## src/rtl/rx_addr_filter.sv

```systemverilog
module rx_addr_filter #(
  parameter logic [31:0] HASH_POLY = 32'h04C11DB6,
  parameter logic [31:0] CRC_SEED  = 32'hFFFFFFFF
) (
  input  logic        clk,
  input  logic        rst_n,
  input  logic        byte_valid,
  input  logic        byte_first,
  input  logic [7:0]  byte_data,
  input  logic        frame_end,
  input  logic [15:0] addr_hi,
  input  logic [31:0] addr_lo,
  input  logic [31:0] hash_lo,
  input  logic [31:0] hash_hi,
  input  logic        mode_bcast_reject,
  input  logic        mode_hash_all,
  input  logic        mode_promisc,
  output logic        dec_valid,
  output logic        dec_accept,
  output logic        dec_miss
);
  localparam int ALEN = 6;
  localparam int CW   = $clog2(ALEN + 1);

  function automatic logic [31:0] crc_byte(input logic [31:0] c_in, input logic [7:0] d);
    logic [31:0] c;
    logic        cy;
    c = c_in;
    for (int i = 0; i < 8; i++) begin
      cy = c[31] ^ d[i];
      c  = {c[30:0], 1'b0};
      if (cy) c = (c ^ HASH_POLY) | 32'h1;
    end
    return c;
  endfunction

  logic [CW-1:0] cnt;
  logic          busy;
  logic [31:0]   crc;
  logic          all_ff, grp, uc_ok;

  logic [CW-1:0] pos;
  logic [31:0]   crc_nx;
  logic [7:0]    ref_byte;
  logic          ff_nx, grp_nx, uc_nx, hit, miss_full;

  wire take  = byte_valid && (byte_first || (busy && cnt < CW'(ALEN)));
  wire last  = take && pos == CW'(ALEN - 1);
  wire short_end = frame_end && !last && (busy || take);

  assign pos = byte_first ? '0 : cnt;

  always_comb begin
    case (pos)
      CW'(0):  ref_byte = addr_hi[15:8];
      CW'(1):  ref_byte = addr_hi[7:0];
      CW'(2):  ref_byte = addr_lo[31:24];
      CW'(3):  ref_byte = addr_lo[23:16];
      CW'(4):  ref_byte = addr_lo[15:8];
      default: ref_byte = addr_lo[7:0];
    endcase
  end

  assign crc_nx = crc_byte(byte_first ? CRC_SEED : crc, byte_data);
  assign ff_nx  = (byte_first || all_ff) && byte_data == 8'hFF;
  assign grp_nx = byte_first ? byte_data[0] : grp;
  assign uc_nx  = (byte_first || uc_ok) && byte_data == ref_byte;
  assign hit    = crc_nx[31] ? hash_hi[crc_nx[30:26]] : hash_lo[crc_nx[30:26]];

  always_comb begin
    if (ff_nx)                        miss_full = mode_bcast_reject;
    else if (grp_nx || mode_hash_all) miss_full = !hit;
    else                              miss_full = !uc_nx;
  end

  always_ff @(posedge clk) begin
    if (!rst_n) begin
      cnt    <= '0;
      busy   <= 1'b0;
      crc    <= CRC_SEED;
      all_ff <= 1'b0;
      grp    <= 1'b0;
      uc_ok  <= 1'b0;
    end else begin
      if (take) begin
        cnt    <= pos + CW'(1);
        crc    <= crc_nx;
        all_ff <= ff_nx;
        grp    <= grp_nx;
        uc_ok  <= uc_nx;
      end
      if (last || short_end) busy <= 1'b0;
      else if (take)         busy <= 1'b1;
    end
  end

  always_ff @(posedge clk) begin
    if (!rst_n) begin
      dec_valid  <= 1'b0;
      dec_accept <= 1'b0;
      dec_miss   <= 1'b0;
    end else begin
      dec_valid  <= last || short_end;
      dec_miss   <= last ? miss_full : short_end;
      dec_accept <= last ? (!miss_full || mode_promisc) : (short_end && mode_promisc);
    end
  end

  assert_idle_quiet_R1: assert property (@(posedge clk) disable iff (!rst_n)
    !dec_valid |-> (!dec_accept && !dec_miss));

  assert_has_cause_R2: assert property (@(posedge clk) disable iff (!rst_n)
    dec_valid |-> $past(byte_valid || frame_end));

  assert_hit_kept_R7: assert property (@(posedge clk) disable iff (!rst_n)
    (dec_valid && !dec_miss) |-> dec_accept);

  assert_miss_kept_only_promisc_R7: assert property (@(posedge clk) disable iff (!rst_n)
    (dec_valid && dec_miss && dec_accept) |-> $past(mode_promisc));

  assert_short_is_miss_R8: assert property (@(posedge clk) disable iff (!rst_n)
    (busy && frame_end && !byte_valid) |=> (dec_valid && dec_miss));
endmodule

```

## config.mk

```make
export PLATFORM = sky130hd
export DESIGN_NAME = rx_addr_filter
export DESIGN_NICKNAME = d
export VERILOG_FILES = /design/src/rtl/rx_addr_filter.sv
export SDC_FILE = /design/constraint.sdc
export NUM_CORES = 1
export LEC_CHECK = 0
export ABC_AREA = 1
export BUFFER_PORTS_ARGS = -buffer_cell sky130_fd_sc_hd__buf_4
export CAP_MARGIN = 20
export CORE_UTILIZATION = 35
export CTS_CLUSTER_DIAMETER = 50
export DETAILED_ROUTE_END_ITERATION = 7
export SYNTH_ARGS = -nofsm -noshare
export SYNTH_HDL_FRONTEND = slang
export SYNTH_SLANG_ARGS = --single-unit
```

## constraint.sdc

```tcl
create_clock -name clk -period 2.4 [get_ports clk]
set_input_delay 0.6 -clock clk [delete_from_list [all_inputs] [get_ports clk]]
set_output_delay 0.6 -clock clk [all_outputs]
set_load 0.01 [all_outputs]
```

# Yosys cells after proc, flatten, opt, wreduce, memory -nomap -nowiden
# Cells that the tools add are included.
# Widths: inputs -> output; s select.
[totals]
inputBits = 128
word_cells = 78
output_inout_bits = 3
register_bits = 42
[op_classes]
mux = 21
eq_ne = 7
reduce_logical = 21
add_sub_neg = 1
order_cmp = 2
bitwise_logic = 17
[op_table]
columns = ["operator", "count"]
rows = [
  ["$mux 27", 8],
  ["$not 13->13", 8],
  ["$pmux 8 s5", 1],
  ["$mux 32", 1],
  ["$bmux 1 s5", 2],
  ["$eq 8x8->1", 1],
  ["$eq 8x8->1 const B", 1],
  ["$logic_and 1x1->1", 8],
  ["$mux 1", 8],
  ["$xor 1x1->1", 8],
  ["$logic_or 1x1->1", 7],
  ["$eq 3x2->1 const B", 2],
  ["$eq 3x3->1 const B", 2],
  ["$lt 5x6->1 const B", 1],
  ["$logic_not 1->1", 4],
  ["$add 3x1->3 const B", 1],
  ["$eq 3x1->1 const B", 1],
  ["$logic_not 3->1", 1],
  ["$lt 3x3->1 const B", 1],
  ["$mux 3", 1],
  ["$reduce_or 2->1", 1],
  ["$not 1->1", 1],
]

# Depth between registers and ports, before layout
# Gate-level depths: netlist of the first run.
[depth]
ltp_word = 26
ltp_mapped = 22
depth_no_buf = 22

# Least setup slack after synthesis of the first run
# No wires, ideal clock.
[synth_timing]
path_type = "input-to-reg"
from = "input port byte_first"
to = "register dec_accept"
stages = 17
n_path_buf = 1
arrival_ps = 2356
setup_time_ps = 114
required_ps = 2286
path_slack_ps = -70
cell_sequence = "o21ai_0 > nand2_4 > xor2_4 > nand3_2 > nand2_4 > buf_6 > nand3_1 > nand3_1 > nand3_1 > nand3_1 > nand3_1 > nand2_1 > nand2_1 > nand2_1 > nand2_1 > nand2_1 > a21oi_2"
[synth_via]
elab_chain_cells = 21
word_cells_on_any_way = 60
cone_classes = "6 x eq/ne; 20 x mux; 16 x bitwise; 18 x reduce/logical"
[synth_rtl]
columns = ["element", "line", "rtl"]
rows = [
  ["from (decl)", "8", "input logic byte_first,"],
  ["$mux 32", "64", "assign crc_nx = crc_byte(byte_first ? CRC_SEED : crc, byte_data);"],
  ["$mux 27 (3 in series)", "32", "if (cy) c = (c ^ HASH_POLY) | 32'h1;"],
  ["$not 13->13 (no source line)", "--", ""],
  ["$mux 27", "32", ""],
  ["$not 13->13 (no source line)", "--", ""],
  ["$mux 27 (3 in series)", "32", ""],
  ["$not 13->13 (no source line)", "--", ""],
  ["$mux 27", "32", ""],
  ["$bmux 1 s5", "68", "assign hit = crc_nx[31] ? hash_hi[crc_nx[30:26]] : hash_lo[crc_nx[30:26]];"],
  ["$mux 1 (not written as such)", "68", ""],
  ["$mux 1", "68", ""],
  ["$logic_not 1->1", "72", "else if (grp_nx || mode_hash_all) miss_full = !hit;"],
  ["$mux 1", "72", ""],
  ["$mux 1", "71", "if (ff_nx) miss_full = mode_bcast_reject;"],
  ["$logic_not 1->1", "105", "dec_accept <= last ? (!miss_full || mode_promisc) : (short_end && mode_promisc);"],
  ["$logic_or 1x1->1", "105", ""],
  ["$mux 1 *", "105", ""],
  ["to (signal assigned)", "105", ""],
  ["to (decl)", "19", "output logic dec_accept,"],
]
# Mark *: on every way between the ends. The rest lies on a longest branch, timed or not. The select of a mux whose other input is x is not followed.
# A chain may end at the register's enable or synchronous reset.

# Final worst setup path of the first run
# Same ends and word-level chain as after synthesis.

==> results of run 1 <==
[routing by layer]
metal / track usage / share of wire / wire [µm]
met5: 0 / 0 / 0
met3: 0.0291 / 0.062 / 902
met1: 0.292 / 0.42 / 6090
met2: 0.423 / 0.50 / 7210
met4: 0.0656 / 0.024 / 348
[kinds of logic after synthesis]
logic type / count (synthesis)
AOI/OAI and AO/OA: 106
xor gates and xnor gates: 52
buffers and inverters: 81
DFF: 42
and+or+nand+nor: 331
[placed cells by master, fill, tap and decap left out, drive strengths merged]
cell type / instances
buf: 224
nand2: 149
nand3: 116
nor2: 59
inv: 53
a21oi: 45
dfxtp: 42
o21ai: 41
xor2: 33
xnor2: 19
clkbuf: 7
a211oi: 7
o211ai: 5
nor4: 3
o221ai: 2
a31oi: 2
or2: 2
o2111ai: 2
nand4: 2
clkinv: 2
nand3b: 2
nor3: 1
a221oi: 1
o22ai: 1
clkinvlp: 1
[power by group through the flow]
stage / combinational (mW) / clock, mW / sequential, mW
finish: 2.12 / 0.492 / 0.800
global placement: 1.59 / 0 / 0.810
CTS: 1.88 / 0.511 / 0.798
floorplan: 0.987 / 0 / 0.803
global route: 2.29 / 0.528 / 0.808
detailed placement: 1.61 / 0 / 0.812
[timing repair]
action,4_1_cts,5_1_grt
hold endpoints to repair,0,0
pin swaps,30,46
buffers inserted,16,7
setup endpoints to repair,2,3
cloned,3,3
gates resized for setup,49,73
[worst max-delay path by stage]
stage	from	endpoint	slack [ns]	cells after the start
2_1_floorplan	byte_first	dec_accept	-0.06	18
3_3_place_gp	byte_first	dec_accept	-0.49	17
3_5_place_dp	byte_first	dec_accept	-0.58	22
4_1_cts	byte_first	dec_accept	-0.1	23
5_1_grt	byte_first	dec_accept	-0.25	19
6_report	byte_first	dec_accept	-0.11	20
[final cells by class]
cell class / instances / area [µm²]
clock buffers: 6 / 82.6
multi-input cells: 492 / 3240
repair buffers: 225 / 1870
flip-flops and latches: 42 / 842
well taps: 140 / 175
inverters: 54 / 205
fillers: 966 / 4410
clock inverters: 2 / 12.5
[state kept, by name, indices dropped and copies added (netlist names)]
name,cells
cnt,3
busy,1
uc_ok,1
dec_valid,1
dec_accept,1
all_ff,1
dec_miss,1
grp,1
crc,32
[worst reg2reg max path: stages, from the launching register on]
cell	delay (ns)
dfxtp_1	0.34
nor2_4	0.16
xor2_4	0.26
inv_2	0.09
nand2_4	0.10
nand2_4	0.06
nand2_4	0.09
nand2_8	0.07
buf_6	0.13
buf_12	0.13
nand2_1	0.09
nand3_4	0.08
nand3_1	0.08
nand3_1	0.11
nand3_2	0.09
nand3b_1	0.09
nand2_2	0.10
nand2_1	0.06
nand2_1	0.07
nand2_2	0.06
nand2_2	0.06
a21oi_2	0.04
[stage by stage]
step | cell area (µm²) | TNS [ns] | utilization | hold WS (ns) | power (mW)
floorplan | 3920 | -0.0812 | - | 0.434 | 1.79
global placement | 5510 | -1.19 | 0.508 | 0.446 | 2.40
detailed placement | 5510 | -1.46 | 0.508 | 0.449 | 2.42
CTS | 6020 | -0.163 | 0.555 | 0.466 | 3.19
global route | 6430 | -0.499 | 0.594 | 0.459 | 3.63
finish | 6430 | -0.222 | 0.594 | 0.467 | 3.42
==> results.toml, run 1 <==
[outcome]
status = "finished, violations left"
violations = "negative setup slack"

[timing]
tightestPinTransition_ns = 0.396
relSlewSlack = 0.735
setup_viol = 2
slew_violations = 0
setup_slack_ns = -0.113
rsz0062_at_grt = "yes"
period_minus_slack_ns = 2.51
final.setup_skew_ns = 0.00849
hold_violations = 0
period_share = 1.05
fmax_ghz = 0.398

[job]
maxCapViolCount = 0

[power]
comb_power_share = 0.622
p_leak_nw = 3.07
swShare = 0.420
power.density_nw_per_um2 = 531
p_seq_frac = 0.234
p_clk_frac = 0.144
ir_drop_v = 0.000303
power.switching_mw = 1.43
p_int_mw = 1.98

[synthesis]
synth_most_common_cell = "nand2_1"
synthFlopType = "dfxtp_1"
netlist_instances = 612
synthesis.nets = 740
synth_area_um2 = 3910
synth-adder-area-share = 0
yosysUniqueCellTypes = 41
synth_xor_area_frac = 0.145
synth_compound_area_frac = 0.156
synth_top_family_by_area = "simple AND/OR/NAND/NOR gates"
postSynth.asyncResetShare = 0
syn_avg_cell_area_um2 = 6.39
synth-simple-area-share = 0.394
netlist_top_cells_count = "nand2_1, nand3_1, nor2_1, inv_1, a21oi_1"
synth_top_area_frac = 0.215
yosys_warnings = 0
synth_area_leader_cell = "dfxtp_1"
muxShareOfSynthArea = 0
ys_ff_latch = 42
synthTopCellsByArea = "dfxtp_1, nand3_1, nand2_1"
synth-edff-count = 0
yosysSeqAreaShare = 0.215

[placement]
dp_hpwl_um = 9970
placed_cells = 925
port_buffers = 130
place_ws_ns = -0.575
gp_congestion = 0.876

[clock_tree]
cts_buffers = 5
clk_latency_ns = 0.30
cts_hold_buffers = 0
htree_levels = 2
clk_path_buf_depth = 2
cts.root.buffer_cell = "clkbuf_8"
clk_pin_slew_ns = 0.08
cts_tree = "built"
numClockSinks = 42

[routing]
vias_per_cell = 5.09
avgRoutedWirePerCell_um = 15.1
drtIter0Drc = 316
wl_um = 14600
first_pass_iters = 5
ant_nets = 0
drc = 0
via_count = 4895

[global_route]
grt_max_degree = 51
grt_pass1_vias = 4695
grt_pass1_wl_um = 21600
antenna_found_initial = 0
gr-total-overflow = 0
grt_use_total = 0.235

[floorplanning]
rows = 38
core_area_um2 = 10800
initial_core_util = 0.361
fp.dieArea_um2 = 11600
pin_count = 131
die_h_um = 108
chipWidth_um = 108

[setup_path]
r2r_cells = 21
critPathLaunchType = "primary input"
critPathTopFamily = "simple AND/OR/NAND/NOR gates"
worstPathMaxFanout = 8
r2r_start = "crc[27]"
regToRegEndpoint = "dec_accept"
cp-end-kind = "flop"
cp_slowest_cell = "o21ai_4"
path_buf_inv = 2
rrSetupSlack_ns = -0.04
cp_data_required_time_ns = 2.60
crit_type = "primary input to flop"
slowest_delay_ns = 0.20
crit_path_cell_trace = "buf_12, buf_6, o21ai_4, nand2_4, nand2_1, nand3_1, nand2_2, nand2_4, nand2_4, nand3_1, nand3_1, nand3_1, nand3_2, nand3b_1, nand2_2, nand2_1, nand2_1, nand2_2, nand2_2, a21oi_2"
worstPathArrival_ns = 2.71

[min_path]
min_path_cells = 2
hold_path.class = "flop to flop"
hp-start = "crc[21]"
whs_endpoint = "crc[21]"

[layout]
area_growth_pct = 64.5
diodes = 0
drive_above_1_share = 0.443
post_layout_nonfiller_instances = 961
fin_nets = 948
No activity file was read; power rests on OpenSTA's default activity.
==> run 2, diff against run 1 <==
Clock period 2.4 ns to 3.2 ns, I/O delays scaled along.
==> results.toml, run 2 (synthesis gave the netlist of run 1 again) <==
[min_path]
hold_path.class = "flop to flop"
hp-start = "crc[20]"
whs_endpoint = "crc[20]"
min_path_cells = 2

[timing]
final.setup_skew_ns = 0.00938
setup_slack_ns = 0.363
relSlewSlack = 0.658
slew_violations = 0
whs_ns = 0.471
period_share = 0.886
period_minus_slack_ns = 2.84
fmax_ghz = 0.353
tightestPinTransition_ns = 0.514
rsz0062_at_grt = "no"
hold_violations = 0
setup_tns_ns = 0
setup_viol = 0

[routing]
via_count = 4443
drtIter0Drc = 290
ant_nets = 0
wl_um = 12300
drc = 0
vias_per_cell = 4.99
first_pass_iters = 5
avgRoutedWirePerCell_um = 13.9

[layout]
regArea_um2 = 841
area_growth_pct = 34.4
final.fill_count = 1119
fin_nets = 877
multi_input_area_um2 = 2720
reg.largest.list = "crc: 32 flops, cnt: 3 flops"
post_layout_nonfiller_instances = 890
mostFrequentLayoutCells = "buf_4, nand2_1, nand3_1"
drive_above_1_share = 0.287
diodes = 0
largest_reg_flops = 32
largest-register = "crc"
layout_commonest_cell = "buf_4"

[power]
p_leak_nw = 2.52
ir_drop_v = 0.000187
power.density_nw_per_um2 = 402
total_power_mw = 2.11

[outcome]
status = "finished, final reports clean"

[clock_tree]
numClockSinks = 42
htree_levels = 2
clk_pin_slew_ns = 0.09
cts.root.buffer_cell = "clkbuf_8"
post_cts_resize_count = 0
cts_setup_buffers = 0
cts_buffers = 5
clk_path_buf_depth = 2
cts_tree = "built"
clk_latency_ns = 0.30
cts_hold_buffers = 0

[global_route]
grt_use_total = 0.215
grt_pass1_wl_um = 19900
grt_pass1_vias = 4181
antenna_found_initial = 0
grt_max_degree = 51
gr-total-overflow = 0

[placement]
port_buffers = 130
place_ws_ns = 0.0506
placed_cells = 882
gp_congestion = 0.862
dp_hpwl_um = 9690

[floorplanning]
core_area_um2 = 10800
pin_count = 131
chipWidth_um = 108
die_h_um = 108
rows = 38
initial_core_util = 0.361
fp.dieArea_um2 = 11600

[setup_path]
cp_data_required_time_ns = 3.40
slowest_delay_ns = 0.25
worstPathMaxFanout = 23
critPathLaunchType = "primary input"
worstPathArrival_ns = 3.04
crit_path_cell_trace = "buf_4, buf_12, nor2_4, xor2_4, nand3_1, nand2_2, nand2_2, nand2_2, nand3_1, nand3_1, nand3_1, nand3_1, nand3b_1, nand2_1, nand2_1, nand2_1, nand2_1, nand2_1, a21oi_2"
crit_type = "primary input to flop"
r2r_cells = 19
r2r_start = "crc[31]"
regToRegEndpoint = "dec_accept"
rrSetupSlack_ns = 0.72
cp-end-kind = "flop"
cp_slowest_cell = "nand2_2"

[job]
maxCapViolCount = 0
[run 2: changes by cell type in the layout (fill, tap and decap cells not counted), sizes merged]
cell    previous run  this run
clkbuf             7         6
nand2            149       146
bufinv             0         1
buf              224       157
clkinv             2         1
[run 2: per-layer routing]
metal	track usage	up-vias	wire length, µm
met3	0.0297	18	695
met4	0.0636	0	206
met2	0.359	125	5630
met1	0.285	2002	5810
met5	0	-	0
li1	-	2298	-
[run 2: stage by stage]
stage,util,instance area [µm²]
after global routing,0.485,5260
after detailed placement,0.475,5140
after CTS,0.485,5260
after floorplan,-,3910
final,0.485,5260
after global placement,0.475,5140
[run 2: worst max-delay path by stage]
stage	end	cells past startpoint	startpoint	slack (ns)
floorplan	dec_accept	17	byte_first	0.53
global placement	dec_accept	19	byte_first	0.05
detailed placement	dec_accept	19	byte_first	0.05
CTS	dec_accept	19	byte_first	0.37
global route	dec_accept	18	byte_first	0.06
finish	dec_accept	19	byte_first	0.36
[run 2: final cells by class]
class | count | share of cell area
multi-input cells | 489 | 0.518
repair buffers | 157 | 0.229
flip-flops and latches | 42 | 0.160
inverters | 54 | 0.0386
well taps | 140 | 0.0333
clock buffers | 6 | 0.0138
clock inverters | 2 | 0.00714
[run 2: worst max-delay path, delay by kind of cell]
family / cells / cell delay [ns]
XOR/XNOR: 1 / 0.23
AO/OA/AOI/OAI: 1 / 0.05
AND/OR/NAND/NOR: 15 / 1.58
buffers and inverters: 2 / 0.34
[run 2: power breakdown]
part / total [mW] / internal [mW] / switching [mW]
Clock: 0.431 / 0.233 / 0.198
Sequential: 0.596 / 0.570 / 0.0268
Combinational: 1.09 / 0.465 / 0.622
